===== src/rtl/fna_pkg.sv =====
package fna_pkg;
  localparam int NIB_W      = 4;
  localparam int BYTE_W     = 8;
  localparam int HDR_NIBS   = 5;
  localparam int HDR_BITS   = 12;
  localparam int CHK_BITS   = 5;
  localparam int CHK_NIBS   = 4;
  localparam logic [BYTE_W-1:0] WHT_SEED = 8'hFF;
  localparam logic [BYTE_W-1:0] WHT_TAPS = 8'b1011_1000;

  typedef enum logic [2:0] {
    PH_IDLE,
    PH_HDR,
    PH_PAY,
    PH_CHK,
    PH_PAD
  } phase_t;

  function automatic logic [BYTE_W-1:0] wht_step(input logic [BYTE_W-1:0] s);
    return {s[BYTE_W-2:0], ^(s & WHT_TAPS)};
  endfunction
endpackage


===== src/rtl/fna_hdr_gen.sv =====
module fna_hdr_gen
  import fna_pkg::*;
#(
  parameter int LEN_W = 8,
  parameter int CR_W  = 3,
  parameter logic [CHK_BITS*HDR_BITS-1:0] HDR_CHK_MATRIX = 60'hF0F_CC3_AA5_39C_E61
) (
  input  logic [LEN_W-1:0]          len,
  input  logic [CR_W-1:0]           cr,
  input  logic                      crc_en,
  output logic [HDR_NIBS*NIB_W-1:0] nibs
);
  logic [HDR_BITS-1:0] hbits;
  logic [CHK_BITS-1:0] csum;

  assign hbits = {len, cr, crc_en};

  for (genvar gi = 0; gi < CHK_BITS; gi++) begin : g_csum
    assign csum[gi] = ^(HDR_CHK_MATRIX[gi*HDR_BITS +: HDR_BITS] & hbits);
  end

  always_comb begin
    nibs = '0;
    nibs[0*NIB_W +: NIB_W] = len[LEN_W-1 -: NIB_W];
    nibs[1*NIB_W +: NIB_W] = len[NIB_W-1:0];
    nibs[2*NIB_W +: NIB_W] = {cr, crc_en};
    nibs[3*NIB_W +: NIB_W] = {3'b000, csum[CHK_BITS-1]};
    nibs[4*NIB_W +: NIB_W] = csum[NIB_W-1:0];
  end
endmodule


===== src/rtl/fna_whitener.sv =====
module fna_whitener
  import fna_pkg::*;
(
  input  logic              clk,
  input  logic              rst,
  input  logic              restart,
  input  logic              advance,
  output logic [BYTE_W-1:0] mask
);
  logic [BYTE_W-1:0] state;

  always_ff @(posedge clk) begin
    if (rst || restart) state <= WHT_SEED;
    else if (advance)   state <= wht_step(state);
  end

  assign mask = state;

  AST_WHT_NEVER_ZERO: assert property (@(posedge clk) disable iff (rst)
    state != '0);
endmodule


===== src/rtl/fna_pad_calc.sv =====
module fna_pad_calc
  import fna_pkg::*;
#(
  parameter int LEN_W   = 8,
  parameter int SF_W    = 4,
  parameter int BASE_SF = 7,
  parameter int TOT_W   = LEN_W + 3
) (
  input  logic [LEN_W-1:0] len,
  input  logic             crc_en,
  input  logic [SF_W-1:0]  sf,
  output logic [TOT_W-1:0] total
);
  logic [TOT_W-1:0] sf_w, absorb, n_data, over, rem, pad;

  always_comb begin
    sf_w   = TOT_W'(sf);
    absorb = sf_w - TOT_W'(BASE_SF);
    n_data = TOT_W'({len, 1'b0}) + (crc_en ? TOT_W'(CHK_NIBS) : '0);
    over   = n_data - absorb;
    rem    = (sf_w != '0) ? (over % sf_w) : '0;
    if (n_data <= absorb) pad = absorb - n_data;
    else if (rem == '0)   pad = '0;
    else                  pad = sf_w - rem;
    total = TOT_W'(HDR_NIBS) + n_data + pad;
  end
endmodule


===== src/rtl/fna_frame_nibbler.sv =====
module fna_frame_nibbler
  import fna_pkg::*;
#(
  parameter int LEN_W   = 8,
  parameter int CR_W    = 3,
  parameter int SF_W    = 4,
  parameter int CHK_W   = 16,
  parameter int BASE_SF = 7,
  parameter logic [CHK_BITS*HDR_BITS-1:0] HDR_CHK_MATRIX = 60'hF0F_CC3_AA5_39C_E61
) (
  input  logic              clk,
  input  logic              rst,
  input  logic              start,
  input  logic [LEN_W-1:0]  cfg_len,
  input  logic [CR_W-1:0]   cfg_cr,
  input  logic              cfg_crc_en,
  input  logic [SF_W-1:0]   cfg_sf,
  input  logic [CHK_W-1:0]  cfg_chk,
  input  logic              in_valid,
  input  logic [BYTE_W-1:0] in_data,
  output logic              in_ready,
  output logic              out_valid,
  output logic [NIB_W-1:0]  out_nib,
  output logic              out_last,
  input  logic              out_ready
);
  localparam int TOT_W = LEN_W + 3;
  localparam int IDX_W = 3;

  phase_t               phase;
  logic [LEN_W-1:0]     len_q;
  logic [CR_W-1:0]      cr_q;
  logic                 crc_q;
  logic [CHK_W-1:0]     chk_q;
  logic [TOT_W-1:0]     total_q, total_c, cnt;
  logic [IDX_W-1:0]     idx;
  logic                 half;
  logic [LEN_W-1:0]     byte_cnt;
  logic [NIB_W-1:0]     hold_nib;
  logic [HDR_NIBS*NIB_W-1:0] hdr_flat;
  logic [BYTE_W-1:0]    mask;
  logic                 can_load, ld, start_acc, byte_acc, is_last;
  logic [NIB_W-1:0]     nxt_nib;
  phase_t               after_hdr, after_pay;

  fna_hdr_gen #(.LEN_W(LEN_W), .CR_W(CR_W), .HDR_CHK_MATRIX(HDR_CHK_MATRIX)) hdr_i (
    .len(len_q), .cr(cr_q), .crc_en(crc_q), .nibs(hdr_flat));

  fna_pad_calc #(.LEN_W(LEN_W), .SF_W(SF_W), .BASE_SF(BASE_SF), .TOT_W(TOT_W)) pad_i (
    .len(cfg_len), .crc_en(cfg_crc_en), .sf(cfg_sf), .total(total_c));

  fna_whitener wht_i (
    .clk(clk), .rst(rst), .restart(start_acc), .advance(byte_acc), .mask(mask));

  assign start_acc = start && (phase == PH_IDLE);
  assign can_load  = !out_valid || out_ready;
  assign in_ready  = (phase == PH_PAY) && !half && can_load;
  assign byte_acc  = in_valid && in_ready;
  assign ld        = can_load &&
                     ((phase == PH_HDR) || (phase == PH_CHK) || (phase == PH_PAD) ||
                      ((phase == PH_PAY) && (half || in_valid)));
  assign is_last   = (cnt == total_q - TOT_W'(1));
  assign after_hdr = (len_q != '0) ? PH_PAY : (crc_q ? PH_CHK : PH_PAD);
  assign after_pay = crc_q ? PH_CHK : PH_PAD;

  always_comb begin
    nxt_nib = '0;
    case (phase)
      PH_HDR:  nxt_nib = hdr_flat[{idx, 2'b00} +: NIB_W];
      PH_PAY:  nxt_nib = half ? hold_nib : (in_data[BYTE_W-1 -: NIB_W] ^ mask[BYTE_W-1 -: NIB_W]);
      PH_CHK:  nxt_nib = chk_q[{~idx[1:0], 2'b00} +: NIB_W];
      default: nxt_nib = '0;
    endcase
  end

  // frame sequencing
  always_ff @(posedge clk) begin
    if (rst) begin
      phase    <= PH_IDLE;
      len_q    <= '0;
      cr_q     <= '0;
      crc_q    <= 1'b0;
      chk_q    <= '0;
      total_q  <= '0;
      cnt      <= '0;
      idx      <= '0;
      half     <= 1'b0;
      byte_cnt <= '0;
      hold_nib <= '0;
    end else if (start_acc) begin
      phase    <= PH_HDR;
      len_q    <= cfg_len;
      cr_q     <= cfg_cr;
      crc_q    <= cfg_crc_en;
      chk_q    <= cfg_chk;
      total_q  <= total_c;
      cnt      <= '0;
      idx      <= '0;
      half     <= 1'b0;
      byte_cnt <= '0;
    end else if (ld) begin
      cnt <= cnt + TOT_W'(1);
      case (phase)
        PH_HDR: begin
          if (idx == IDX_W'(HDR_NIBS - 1)) begin
            idx   <= '0;
            phase <= after_hdr;
          end else begin
            idx <= idx + IDX_W'(1);
          end
        end
        PH_PAY: begin
          if (!half) begin
            half     <= 1'b1;
            hold_nib <= in_data[NIB_W-1:0] ^ mask[NIB_W-1:0];
          end else begin
            half     <= 1'b0;
            byte_cnt <= byte_cnt + LEN_W'(1);
            if (byte_cnt == len_q - LEN_W'(1)) phase <= after_pay;
          end
        end
        PH_CHK: begin
          if (idx == IDX_W'(CHK_NIBS - 1)) begin
            idx   <= '0;
            phase <= PH_PAD;
          end else begin
            idx <= idx + IDX_W'(1);
          end
        end
        default: ;
      endcase
      if (is_last) phase <= PH_IDLE;
    end
  end

  // registered output stage
  always_ff @(posedge clk) begin
    if (rst) begin
      out_valid <= 1'b0;
      out_nib   <= '0;
      out_last  <= 1'b0;
    end else if (ld) begin
      out_valid <= 1'b1;
      out_nib   <= nxt_nib;
      out_last  <= is_last;
    end else if (out_ready) begin
      out_valid <= 1'b0;
      out_last  <= 1'b0;
    end
  end

  AST_LAST_NEEDS_VALID: assert property (@(posedge clk) disable iff (rst)
    out_last |-> out_valid);
  AST_HOLD_WHILE_STALLED: assert property (@(posedge clk) disable iff (rst)
    out_valid && !out_ready |=> out_valid && $stable(out_nib) && $stable(out_last));
  AST_BYTE_YIELDS_NIBBLE: assert property (@(posedge clk) disable iff (rst)
    in_valid && in_ready |=> out_valid);
  AST_PAD_IS_ZERO: assert property (@(posedge clk) disable iff (rst)
    ld && phase == PH_PAD |=> out_nib == '0);
  AST_CHK_TOP_ZERO: assert property (@(posedge clk) disable iff (rst)
    ld && phase == PH_HDR && idx == IDX_W'(3) |=> out_nib[NIB_W-1:1] == '0);
  AST_NO_RESTART_BUSY: assert property (@(posedge clk) disable iff (rst)
    start && phase != PH_IDLE |=> $stable(len_q) && $stable(total_q) && $stable(chk_q));
endmodule


===== config.mk =====
export PLATFORM = sky130hd
export DESIGN_NAME = fna_frame_nibbler
export DESIGN_NICKNAME = d
export VERILOG_FILES = /design/src/rtl/fna_pkg.sv /design/src/rtl/fna_hdr_gen.sv /design/src/rtl/fna_whitener.sv /design/src/rtl/fna_pad_calc.sv /design/src/rtl/fna_frame_nibbler.sv
export SDC_FILE = /design/constraint.sdc
export NUM_CORES = 1
export LEC_CHECK = 0
export BUFFER_PORTS_ARGS = -buffer_cell sky130_fd_sc_hd__buf_4
export CAP_MARGIN = 20
export CORE_AREA = 2 2 138 140
export DETAILED_ROUTE_END_ITERATION = 10
export DIE_AREA = 0 0 140 142
export PLACE_DENSITY = 0.76
export SLEW_MARGIN = 20
export SYNTH_ARGS = -nofsm -noshare
export SYNTH_HDL_FRONTEND = slang
export SYNTH_SLANG_ARGS = --single-unit

===== constraint.sdc =====
create_clock -name clk -period 47 [get_ports clk]
set_clock_uncertainty 0.1 [all_clocks]
set_input_delay 14.1 -clock clk [delete_from_list [all_inputs] [get_ports clk]]
set_output_delay 14.1 -clock clk [all_outputs]
set_load 0.03 [all_outputs]

==> results.txt, run 1 <==
The area occupied by registers came out at 0.00166 mm^2. The number of antenna violations at the first check in global routing came out at 0. The number of post-CTS setup repair buffers is 0. The count of endpoints failing setup in the final report is 0.

The vias per cell is between 6 and 7. The total global-route track usage is roughly 26%. The total negative slack is 0 ns. TritonCTS built the clock tree. In this run the worst path has a maximum fanout of 11. The final count of pins violating max slew is 0. The weighted congestion at the end of routability-driven global placement came out at slightly above 0.9.

At the end of the flow, the number of nets in the layout was around 1500. Summing all multi-input logic gate instances after layout gives 0.00781 mm^2. Grouping stages by cell kind, the critical path spends the most delay in compound AO/OA/AOI/OAI gates. In this run the vertical extent of the chip is 142 um. The number of synthesized flops with an enable pin came out at 0. After floorplanning, the core was divided into 50 placement rows. The clock input transition at the sequential cells of the worst setup and hold paths is about 0.06 ns.

After layout, the minimum clock period comes to between 40 and 50 ns. The portion of synthesized area spent on multiplexers is between 5 and 6%. For this run, the register share of the synthesized area comes to 16.7%. The number of diodes is 0. Setup repair after global routing left no endpoint under its margin. The overall die width came out at between 100 and 150 um. The final reports fail on design-rule violations.

The path class of the tightest hold or removal check is reg -> reg. The cell count after synthesis came out at ~1300. The relative area change from synthesis to final layout is 7.55%.

The clock sink total came out at between 80 and 90. Of the total synthesized cell area, the portion taken by AND, OR, NAND and NOR gates is about 25%. The die area came out at ~0.020 mm^2. Hold repair after CTS inserted 0 buffers. The layout has approximately 1700 filler cells. The number of buffers and inverters on the critical path is 6. The count of TritonRoute iterations in the first routing pass is 10. The number of failing hold endpoints at the final stage is 0. The count of cells resized by post-cts repair came out at 0. The synthesized-area fraction occupied by xor and xnor cells came out at between 10% and 20%. The ratio of cells with drive above 1 in the final layout came out at a little over a tenth. The number of buffers on the longest clock path came out at 2.

The total of flip-flops plus latches after synthesis is 83. The estimated wirelength of the detail-placed design came out at roughly 20 mm. The worst setup path is captured at a flip-flop. The worst pin sits at a relative slew slack of about a third. The biggest cell delay along the critical path came out at 0.63 ns. The setup path with the least slack is of type in -> reg. A synthesized cell averages 7.53 um^2. The routed length per instance came out at 16.4 um. The number of buffers created by CTS is 9.

The number of DRC markers after the initial detailed-route iteration is 740. The run finished, with violations left. The critical path required time is 47.14 ns. The number of global-route vias before repair is 8957. The proportion of synthesized flip-flops having asynchronous set or reset came out at 0%. Clock tree synthesis selected as its root buffer the cell sky130_fd_sc_hd__clkbuf_16. The largest net degree at the start of global routing came out at 53.

The measured slew at the worst slew-check pin is roughly 1 ns. The post-synthesis instance area is 0.00993 mm^2. Of the total synthesized cell area, the portion taken by full adders, half adders and majority gates is between 10% and 20%.

The critical path's slowest cell is sky130_fd_sc_hd__or4b_1. For this configuration, the core starts out at a cell density of 53.8%. By area, the combinational part of the netlist is dominated by simple AND/OR/NAND/NOR gates. The share of the clock period used by the worst path came out at 86.7%. The most numerous cell type found on the critical path is sky130_fd_sc_hd__ha_1. The number of top-level pins came out at 52. The fraction of the mapped netlist area in compound gates came out at 24.5%.

The residual DRC count came out at 7. The leftover overflow at the end of global routing came out at 0. For the worst-skew pair, the clock arrives at the later sink with an insertion delay of between 0.3 and 0.4 ns. The number of synthesis warnings came out at 0.

The net count after synthesis came out at about 1500. The fmax came out at approximately 25 MHz. The area inside the core boundary came out at about 0.018 mm^2.

The total via count in the routed design is 9456. In the synthesized netlist the dominant register cell turns out to be sky130_fd_sc_hd__dfxtp_1. The number of max-capacitance violations reported is 0. The total wirelength of the detailed-routed design came out at 25.7 mm.

The number of nets still failing antenna checks after routing came out at 0. The synthesized netlist contains about 110 unique library cells. The first-pass GRT wire length is 42.9 mm.

The number of port buffers came out at 51. The signal arrival time at the worst endpoint came out at approximately 40 ns. The startpoint type of the worst setup path is an input port. The depth of the CTS H-tree is 3.
-- worst min-delay path, delay by kind of cell, from the launching register on --
kind | cells | cell delay (ns)
and+or+nand+nor | 1 | 0.05
DFF | 1 | 0.31
AOI/OAI and AO/OA | 1 | 0.05
-- cells in the mapped netlist (all sizes together) (6+ instances only) --
library cell / instances / area, um^2
nor2b: 15 / 93.8
nor4: 9 / 71.3
o211ai: 16 / 144
xor2: 41 / 359
nand2: 180 / 676
nand3: 41 / 228
nand3b: 6 / 45.0
o22ai: 7 / 43.8
nand2b: 21 / 131
dfxtp: 83 / 1660
and3: 12 / 81.3
nor3: 40 / 216
a211oi: 15 / 148
nor2: 110 / 418
o21ai: 60 / 308
mux2: 17 / 195
and2: 12 / 75.1
nand4: 22 / 150
ha: 96 / 1200
o21bai: 11 / 82.6
buf: 9 / 65.1
a31oi: 7 / 50.1
o21a: 24 / 180
o31ai: 11 / 87.6
or3: 15 / 104
a21oi: 107 / 547
mux2i: 21 / 223
inv: 60 / 225
clkbuf: 47 / 176
a21o: 19 / 143
a22o: 7 / 61.3
a22oi: 9 / 67.6
xnor2: 76 / 692
or2: 11 / 68.8
-- metrics by stage --
stage | hold slack (ns) | instances | setup slack (ns) | util, % | area, um^2
floorplan | 0.333 | 1319 | 9.12 | - | 9930
global placement | 0.340 | 1552 | 7.30 | 56.4 | 10400
detailed placement | 0.347 | 1552 | 6.17 | 56.4 | 10400
CTS | 0.356 | 1568 | 6.47 | 57.9 | 10700
global route | 0.379 | 1568 | 3.81 | 57.9 | 10700
finish | 0.355 | 1568 | 6.25 | 57.9 | 10700
-- cell families after synthesis --
| group | after synthesis |
|---|---|
| buffers and inverters | 116 |
| adder cells (fa/ha/maj) | 101 |
| multiplexers | 42 |
| flip-flops | 83 |
| XOR/XNOR | 117 |
| AND/OR/NAND/NOR | 513 |
| AO/OA/AOI/OAI | 347 |
-- routing by layer --
layer | GRT usage [%] | vias up | share of wire (%)
met4 | 7.92 | 0 | 2.2
li1 | - | 4762 | -
met3 | 2.19 | 45 | 3.2
met5 | 0 | - | 0
met1 | 33.0 | 4457 | 46
met2 | 46.2 | 192 | 48
-- sequential cells by signal (all words and copies together) (netlist names) --
register    flops
byte_cnt        8
chk_q          16
cnt            11
cr_q            3
crc_q           1
half            1
hold_nib        4
idx             3
len_q           8
out_last        1
out_nib         4
out_valid       1
phase           3
total_q        11
wht_i.mask      8
-- worst paths after layout --
path                         endpoint  depth (start not counted)  slack [ns]                    start
max          total_q[10]$_SDFFE_PP0P_                        123        6.25               cfg_len[1]
min            chk_q[10]$_SDFFE_PP0P_                          2        0.35   chk_q[10]$_SDFFE_PP0P_
max reg2reg     phase[1]$_SDFFE_PP0P_                         11       43.93  total_q[2]$_SDFFE_PP0P_
min reg2reg    chk_q[10]$_SDFFE_PP0P_                          2        0.35   chk_q[10]$_SDFFE_PP0P_
-- cell usage in the layout, fill, tap and decap left out, types with 8 or more instances in the layout --
cell type,n
sky130_fd_sc_hd__mux2i_1,20
sky130_fd_sc_hd__a21oi_1,106
sky130_fd_sc_hd__dfxtp_1,83
sky130_fd_sc_hd__nor2b_1,15
sky130_fd_sc_hd__ha_1,96
sky130_fd_sc_hd__a22oi_1,9
sky130_fd_sc_hd__and3_1,10
sky130_fd_sc_hd__nand2b_1,21
sky130_fd_sc_hd__and2_1,12
sky130_fd_sc_hd__nand3_1,38
sky130_fd_sc_hd__xnor2_1,74
sky130_fd_sc_hd__mux2_2,14
sky130_fd_sc_hd__o211ai_1,13
sky130_fd_sc_hd__a211oi_1,11
sky130_fd_sc_hd__nand2_1,180
sky130_fd_sc_hd__or2_2,9
sky130_fd_sc_hd__a21o_1,19
sky130_fd_sc_hd__or3_1,13
sky130_fd_sc_hd__o31ai_1,10
sky130_fd_sc_hd__nor4_1,8
sky130_fd_sc_hd__nor3_1,38
sky130_fd_sc_hd__nor2_1,108
sky130_fd_sc_hd__inv_1,57
sky130_fd_sc_hd__o21a_1,24
sky130_fd_sc_hd__xor2_1,41
sky130_fd_sc_hd__buf_4,55
sky130_fd_sc_hd__clkbuf_16,9
sky130_fd_sc_hd__o21ai_0,51
sky130_fd_sc_hd__o21bai_1,11
sky130_fd_sc_hd__nand4_1,20
-- final cells by class --
class                   instances  share of cell area (%)
well taps                     234                    2.74
repair buffers                 55                    3.87
flip-flops and latches         83                    15.6
clock buffers                  10                    2.14
multi-input cells            1120                    73.1
inverters                      60                    2.11
clock inverters                 6                   0.469
Power of run 1 is not shown: default switching activity piles up to over one toggle a cycle in this logic, so the estimate is an artifact.
==> inputs of run 2 (changes only) <==
Settings changed: ABC_AREA set to 1, CORE_AREA 2 2 138 140 to 2 2 134 136, DIE_AREA 0 0 140 142 to 0 0 136 138.
==> run 2 against run 1 <==
Against the previous run: the run now ends clean; final cell count grew 8.9%; setup slack gained 6.4 ns; routed wire length shrank 9.8%; first-iteration DRC count shrank 27%; synthesized area shrank 5.9%; non-clock buffer count shrank 2; critical path type unchanged.
==> results.txt, run 2 <==
The number of flip-flops under the largest register name is 16. The first-pass GRT wire length came out at 38.8 mm. The estimated wirelength of the detail-placed design came out at between 15 and 20 mm.

The type of the most critical hold path is reg -> reg. For this run, global-route usage on met1 was measured as 30.1%. The total via count in the routed design came out at between 9000 and 10000. sky130_fd_sc_hd__dfxtp_1 takes more of the synthesized area than any other cell. The vias per cell is between 5 and 6. The largest single stage delay on the critical path is around 0.40 ns. Relative to the synthesized area, the layout overhead comes to 8.97%.

The fraction of the yosys area taken by sequential cells is 17.8%. The number of diodes came out at 0. The post-synthesis instance area came out at between 0.009 and 0.01 mm^2. Together, buffers and inverters on the worst path number 21. The number of global-route vias before repair was 8633.

The post-route netlist has 10.9% of its cells at a drive strength greater than 1. The average instance area after synthesis came out at 6.50 um^2. Among all cell types in the netlist, the one instantiated most often is sky130_fd_sc_hd__nand2_1.

The critical path endpoint category is a flip-flop. Max-cap violations in this run came to 0. The die area is approximately 0.019 mm^2. For the worst setup path, the data arrival time is between 30 and 40 ns. The CTS root buffer is sky130_fd_sc_hd__clkbuf_16. The destination of the worst hold path is chk_q[4]$_SDFFE_PP0P_.

The number of synthesized flops with an enable pin is 0. The number of nets still failing antenna checks after routing came out at 0. The number of hold buffers added after CTS was 0. The number of buffers on the longest clock path came out at 2. The library cells used most frequently in the layout, excluding fill and tap cells, are sky130_fd_sc_hd__nand2_1 (254), sky130_fd_sc_hd__inv_1 (218), sky130_fd_sc_hd__nor2_1 (122), sky130_fd_sc_hd__nand3_1 (111). In the post-synthesis netlist, the biggest area contributors are sky130_fd_sc_hd__dfxtp_1 (18%), sky130_fd_sc_hd__ha_1 (13%), sky130_fd_sc_hd__nand2_1 (10%), sky130_fd_sc_hd__inv_1 (8.8%), sky130_fd_sc_hd__xor2_1 (6.7%). The proportion of synthesized flip-flops having asynchronous set or reset came out at 0%. The register-to-register setup slack came out at between 40 and 50 ns. The die height came out at 138 um. Routability-driven placement finished with a final weighted congestion of just over 0.9. The run finished with clean final reports. The total negative slack is 0 ns. The layer flagged by global routing as most heavily used is met2. The net count after synthesis is 1583. The startpoint of the lowest-slack hold path is chk_q[4]$_SDFFE_PP0P_. After floorplanning, the core was divided into ~50 placement rows. TritonCTS built the clock tree.

The kind of cell adding the most delay to the critical path is compound AO/OA/AOI/OAI gates. The routed length per instance is between 10 and 15 um. Setup repair after global routing left no endpoint under its margin. For the pin with the worst max-slew slack, the measured transition is between 0.9 and 1 ns. The clock latency on the worst-skew pair came out at around 0.35 ns.

Before antenna repair, the detailed router went through 6 iterations. The cell repeated most along the worst path is sky130_fd_sc_hd__nand2_1. The final count of pins violating max slew came to 0.

The leftover overflow at the end of global routing came out at 0. Synthesis produced a netlist whose cell count is 1438. The largest registers in the layout are chk_q (16), cnt (11), total_q (11). The initial utilization of the core area, before any placement, comes to between 50% and 60%. The area inside the core boundary is around 0.018 mm^2. Counting distinct cell types in the post-synthesis netlist gives 60. The fill cell total of the finished layout is ~1700. The routing usage on met3 came out at under 10%. The clock input transition at the sequential cells of the worst setup and hold paths came out at approximately 0.060 ns. The final net count is between 1500 and 2000. Among all stages on the critical path, the largest delay is contributed by sky130_fd_sc_hd__ha_1. The largest net degree at the start of global routing is 46. The fmax is between 20 and 30 MHz. Along the worst hold path, the cell count comes to 2.

The total global-route track usage is between 20 and 25%. Summed over its instances, the top area cell type makes up between 10% and 20% of the synthesized netlist area. In the synthesized netlist the dominant register cell turns out to be sky130_fd_sc_hd__dfxtp_1. The number of buffers created by CTS came out at 9. In this run the critical register-to-register path is launched from phase[1]$_SDFFE_PP0P_. The number of port buffers is 51. Counting cells, the worst reg-to-reg path comes to 18.

The count of cells resized by post-cts repair came out at 0. In this run the count of I/O pins placed on the die edge is 52. The overall die width came out at roughly 140 um.

The share of the clock period used by the worst path came out at between 70 and 80%. The clock tree synthesis step divided the H-tree into 3 levels. The commonest cells after synthesis are sky130_fd_sc_hd__nand2_1 (254), sky130_fd_sc_hd__inv_1 (218), sky130_fd_sc_hd__nor2_1 (122), sky130_fd_sc_hd__nand3_1 (111).

The clock sink total is 83. The total of flip-flops plus latches after synthesis came out at between 80 and 90. STA classifies the critical path startpoint as an input port. The critical path required time is ~47 ns. The count of endpoints failing setup in the final report came out at 0. The total wirelength of the detailed-routed design came out at 23.2 mm. The register with the most flip-flops in the final layout is chk_q. In this run the post-CTS setup repair buffer count came out at 0. For this run, design rule violations remaining after detail routing come to 0. The number of antenna violations at the first check in global routing is 0.

The number of failing hold endpoints at the final stage came out at 0. In this run the tightest slew margin relative to its limit is 36.5%. The number of synthesis warnings is 0. The detailed router finished its first iteration with approximately 540 violations. The library cell used most frequently in the layout, excluding fill and tap cells, is sky130_fd_sc_hd__nand2_1. The clock period minus final worst setup slack is around 34 ns. The met2 capacity usage during global routing is between 40% and 50%. The worst setup path is of the in -> reg kind. In this run the critical register-to-register path is captured at byte_cnt[7]$_SDFFE_PP0P_. The largest fanout of any net on the critical path came out at 11.
[run 2: cell types whose count changed in the layout (fill, tap and decap cells not counted), sizes merged, moves of 17 or more]
| cell | previous run | this run |
|---|---|---|
| xnor2 | 76 | 30 |
| nand3 | 41 | 124 |
| nor3 | 40 | 14 |
| inv | 62 | 238 |
| nand2b | 21 | 0 |
| nor2 | 110 | 132 |
| mux2 | 17 | 0 |
| o21ai | 60 | 115 |
| mux2i | 21 | 0 |
| xor2 | 41 | 72 |
| o21a | 24 | 2 |
| nand2 | 180 | 287 |
[run 2: cell families (layout without fill, tap and decap cells)]
group	Yosys count	count (layout)	synth area share, %
AO/OA/AOI/OAI	285	285	17.4
XOR/XNOR	102	102	9.64
adder cells (fa/ha/maj)	100	100	13.7
buffers and inverters	267	307	11.0
flip-flops	83	83	17.8
AND/OR/NAND/NOR	601	601	30.5
[run 2: per-stage QoR]
stage / hold slack, ns / std cells / util [%] / cell area [um^2] / setup slack (ns)
2_1_floorplan: 0.322 / 1438 / - / 9340 / 14.74
3_3_place_gp: 0.335 / 1691 / 56.4 / 9890 / 13.17
3_5_place_dp: 0.347 / 1691 / 56.4 / 9890 / 12.54
4_1_cts: 0.356 / 1707 / 58.1 / 10200 / 12.85
5_1_grt: 0.375 / 1707 / 58.1 / 10200 / 9.77
6_report: 0.350 / 1707 / 58.1 / 10200 / 12.66
[run 2: metal layers]
layer  share of wire (%)  vias up
met5                   0        -
met4                 3.2        0
met3                 3.8       51
met2                  48      211
met1                  45     4173
li1                    -     4791
[run 2: how the worst max path moves through the flow]
stage | slack, ns | startpoint | endpoint | cells past startpoint
after detailed placement | 12.54 | cfg_len[1] | total_q[10]$_SDFFE_PP0P_ | 138
after floorplan | 14.74 | cfg_len[1] | total_q[10]$_SDFFE_PP0P_ | 142
final | 12.66 | cfg_len[1] | total_q[10]$_SDFFE_PP0P_ | 137
after CTS | 12.85 | cfg_len[1] | total_q[10]$_SDFFE_PP0P_ | 138
after global routing | 9.77 | cfg_len[1] | total_q[10]$_SDFFE_PP0P_ | 139
after global placement | 13.17 | cfg_len[1] | total_q[10]$_SDFFE_PP0P_ | 137
[run 2: worst min-delay path, stage by stage, from the launching register on]
cell and delay, ns:
sky130_fd_sc_hd__dfxtp_1 0.30, sky130_fd_sc_hd__inv_1 0.05, sky130_fd_sc_hd__a21oi_1 0.05
[run 2: cell type report]
class                           count  area, um^2  area share, %
Sequential cell                    83        1660           16.3
Tap cell                          229         287           2.81
Clock inverter                      7        62.6          0.614
Clock buffer                        9         225           2.21
Multi-Input combinational cell   1088        6650           65.3
Inverter                          238         896           8.80
Timing Repair Buffer               53         398           3.91
Power of run 2 is left out for the same reason.
==> inputs of run 3 (changes only) <==
Clock period 47 ns to 33 ns, I/O delays scaled along.
==> run 3 against run 2 <==
Against the previous run: setup slack worse by 10 ns; core utilization about the same; cell area about the same.
==> results.txt, run 3 (synthesis gave the netlist of run 2 again) <==
The number of max-capacitance violations reported came out at 0. In this run the most critical hold path is launched from chk_q[12]$_SDFFE_PP0P_. The length of routed met3 wiring came out at 799 um. The slowest stage of the critical path belongs to the cell sky130_fd_sc_hd__ha_1. The worst setup path is captured at a flip-flop. In the finished design, the share of the clock period the worst path needs comes to 91.8%. In this run the top signal layer used is met4. Compared with the post-synthesis result, the final layout area differs by 9.00%. The area inside the core boundary is 0.0175 mm^2.

The ratio of cells with drive above 1 in the final layout came out at ~11%. The commonest non-fill, non-tap cell in the layout is sky130_fd_sc_hd__nand2_1. The repair_antennas step left the layout with diodes totalling 0. The die is around 140 um wide.

The signal arrival time at the worst endpoint came out at 30.44 ns. After routing, the total negative slack on setup checks comes to 0 ns. Summing over every cut layer, the via total after detailed routing is between 9000 and 10000. The biggest cell delay along the critical path came out at about 0.40 ns. The number of port buffers came out at 51.

The endpoint identified for the worst register-to-register timing path is byte_cnt[7]$_SDFFE_PP0P_. The hold buffer count at cts came out at 0. The cell depth of the worst hold path is 2.

The routed length per instance is around 14 um. The clock latency on the worst-skew pair came out at about 0.35 ns. The starting density of the core came out at 53.3%.

The category of the most critical setup path is in -> reg. The critical path required time came out at between 30 and 40 ns. The final count of pins violating max slew is 0.

In the layout the commonest cells are sky130_fd_sc_hd__nand2_1 (254), sky130_fd_sc_hd__inv_1 (218), sky130_fd_sc_hd__nor2_1 (122), sky130_fd_sc_hd__nand3_1 (111). The final net count is 1618. The fmax is about 33 MHz.

The largest fanout of any net on the critical path is 11. The clock input transition at the sequential cells of the worst setup and hold paths came out at about 0.060 ns. More flip-flops sit in one register than any other, and that register is chk_q. The total global-route track usage is roughly 25%. The number of antenna violations at the first check in global routing is 0. The clock sink total came out at slightly above 80. For this design the top-level I/O count stands at 52. The register-to-register setup slack came out at between 20 and 30 ns.

The depth of the CTS H-tree is 3. The wire length on met1 is around 10 mm. Summed over all layers, the routed wires come to ~23 mm.

STA classifies the critical path startpoint as an input port. The startpoint identified for the worst register-to-register timing path is phase[1]$_SDFFE_PP0P_. The count of endpoints failing setup in the final report is 0. Routability-driven placement finished with a final weighted congestion of 0.939. In this run the remaining antenna-violating nets after routing total 0. Buffers inserted during clock tree synthesis total 9. The die is between 100 and 150 um tall. Setup repair after global routing left no endpoint under its margin.

TritonCTS built the clock tree. The residual DRC count came out at 0. The number of buffers on the longest clock path is 2. Row generation in the floorplan step produced 49 rows. The type of the most critical hold path is reg -> reg. The first-pass GRT wire length came out at 39.2 mm.

The path with the worst hold slack has its endpoint at chk_q[12]$_SDFFE_PP0P_. After layout, the minimum clock period comes to 30.30 ns. The depth of the worst register-to-register path is 18. Entering global routing, the biggest net connects 46 pins. The die area is approximately 0.019 mm^2. The routed length on met2 came out at 11.3 mm. The number of post-CTS setup repair buffers is 0. The flow ran to the end, and the final reports show no timing, DRC or antenna violations. The relative slew slack came out at 39.4%.

The root buffer cell chosen for the clock tree is sky130_fd_sc_hd__clkbuf_16. The leftover overflow at the end of global routing came out at 0. By instance count, the cell type seen most on the critical path is sky130_fd_sc_hd__nand2_1.

In the final layout, the registers with the most flip-flops are chk_q (16), cnt (11), total_q (11). The count of cells resized by post-cts repair is 0. The number of global-route vias before repair is about 8600. The count of TritonRoute iterations in the first routing pass came out at 5.

The vias per cell came out at roughly 5.4. The filler cells instantiated in the layout total 1741. The register with the most flip-flops in the layout has 16 of them. The number of failing hold endpoints at the final stage is 0.

The HPWL after detailed placement is approximately 18 mm. The number of DRC markers after the initial detailed-route iteration came out at 518. At the pin with the least slew margin, the transition time is a little over 0.9 ns.
run 3: changes by cell type in the layout (fill, tap and decap cells not counted):
cell | before | now
sky130_fd_sc_hd__inv_6 | 4 | 3
sky130_fd_sc_hd__inv_8 | 1 | 2
run 3: cell type report:
type | count | area [um^2] | area share [%]
multi-input cells | 1088 | 6650 | 65.3
flip-flops and latches | 83 | 1660 | 16.3
inverters | 238 | 896 | 8.80
repair buffers | 53 | 398 | 3.91
well taps | 229 | 287 | 2.81
clock buffers | 9 | 225 | 2.21
clock inverters | 7 | 65.1 | 0.639
run 3: worst max-delay path by stage:
stage,depth (start not counted),slack (ns),startpoint,end
floorplan,142,4.94,cfg_len[1],total_q[10]$_SDFFE_PP0P_
finish,137,2.70,cfg_len[1],total_q[10]$_SDFFE_PP0P_
detailed placement,138,2.54,cfg_len[1],total_q[10]$_SDFFE_PP0P_
global route,139,0.01,cfg_len[1],total_q[10]$_SDFFE_PP0P_
global placement,137,3.34,cfg_len[1],total_q[10]$_SDFFE_PP0P_
CTS,138,2.83,cfg_len[1],total_q[10]$_SDFFE_PP0P_
run 3: routing by layer:
metal  global-route usage [%]  up-vias
li1                         -     4807
met5                        0        -
met1                     30.5     4099
met2                     43.9      187
met3                     2.75       48
met4                     9.65        0
run 3: metrics by stage:
stage	instance area [um^2]	utilization, %	setup slack (ns)	hold WS, ns	instances
finish	10200	58.1	2.70	0.349	1707
floorplan	9340	-	4.94	0.322	1438
global placement	9890	56.4	3.34	0.335	1691
CTS	10200	58.1	2.83	0.351	1707
detailed placement	9890	56.4	2.54	0.342	1691
global route	10200	58.1	0.0139	0.374	1707
run 3: worst max-delay path, delay by kind of cell:
kind / cells / cell delay, ns
buf+inv: 21 / 1.81
xor+xnor: 2 / 0.31
simple gates: 59 / 6.24
fa+ha+maj: 17 / 5.28
compound gates: 38 / 6.91
Power of run 3 is left out for the same reason.
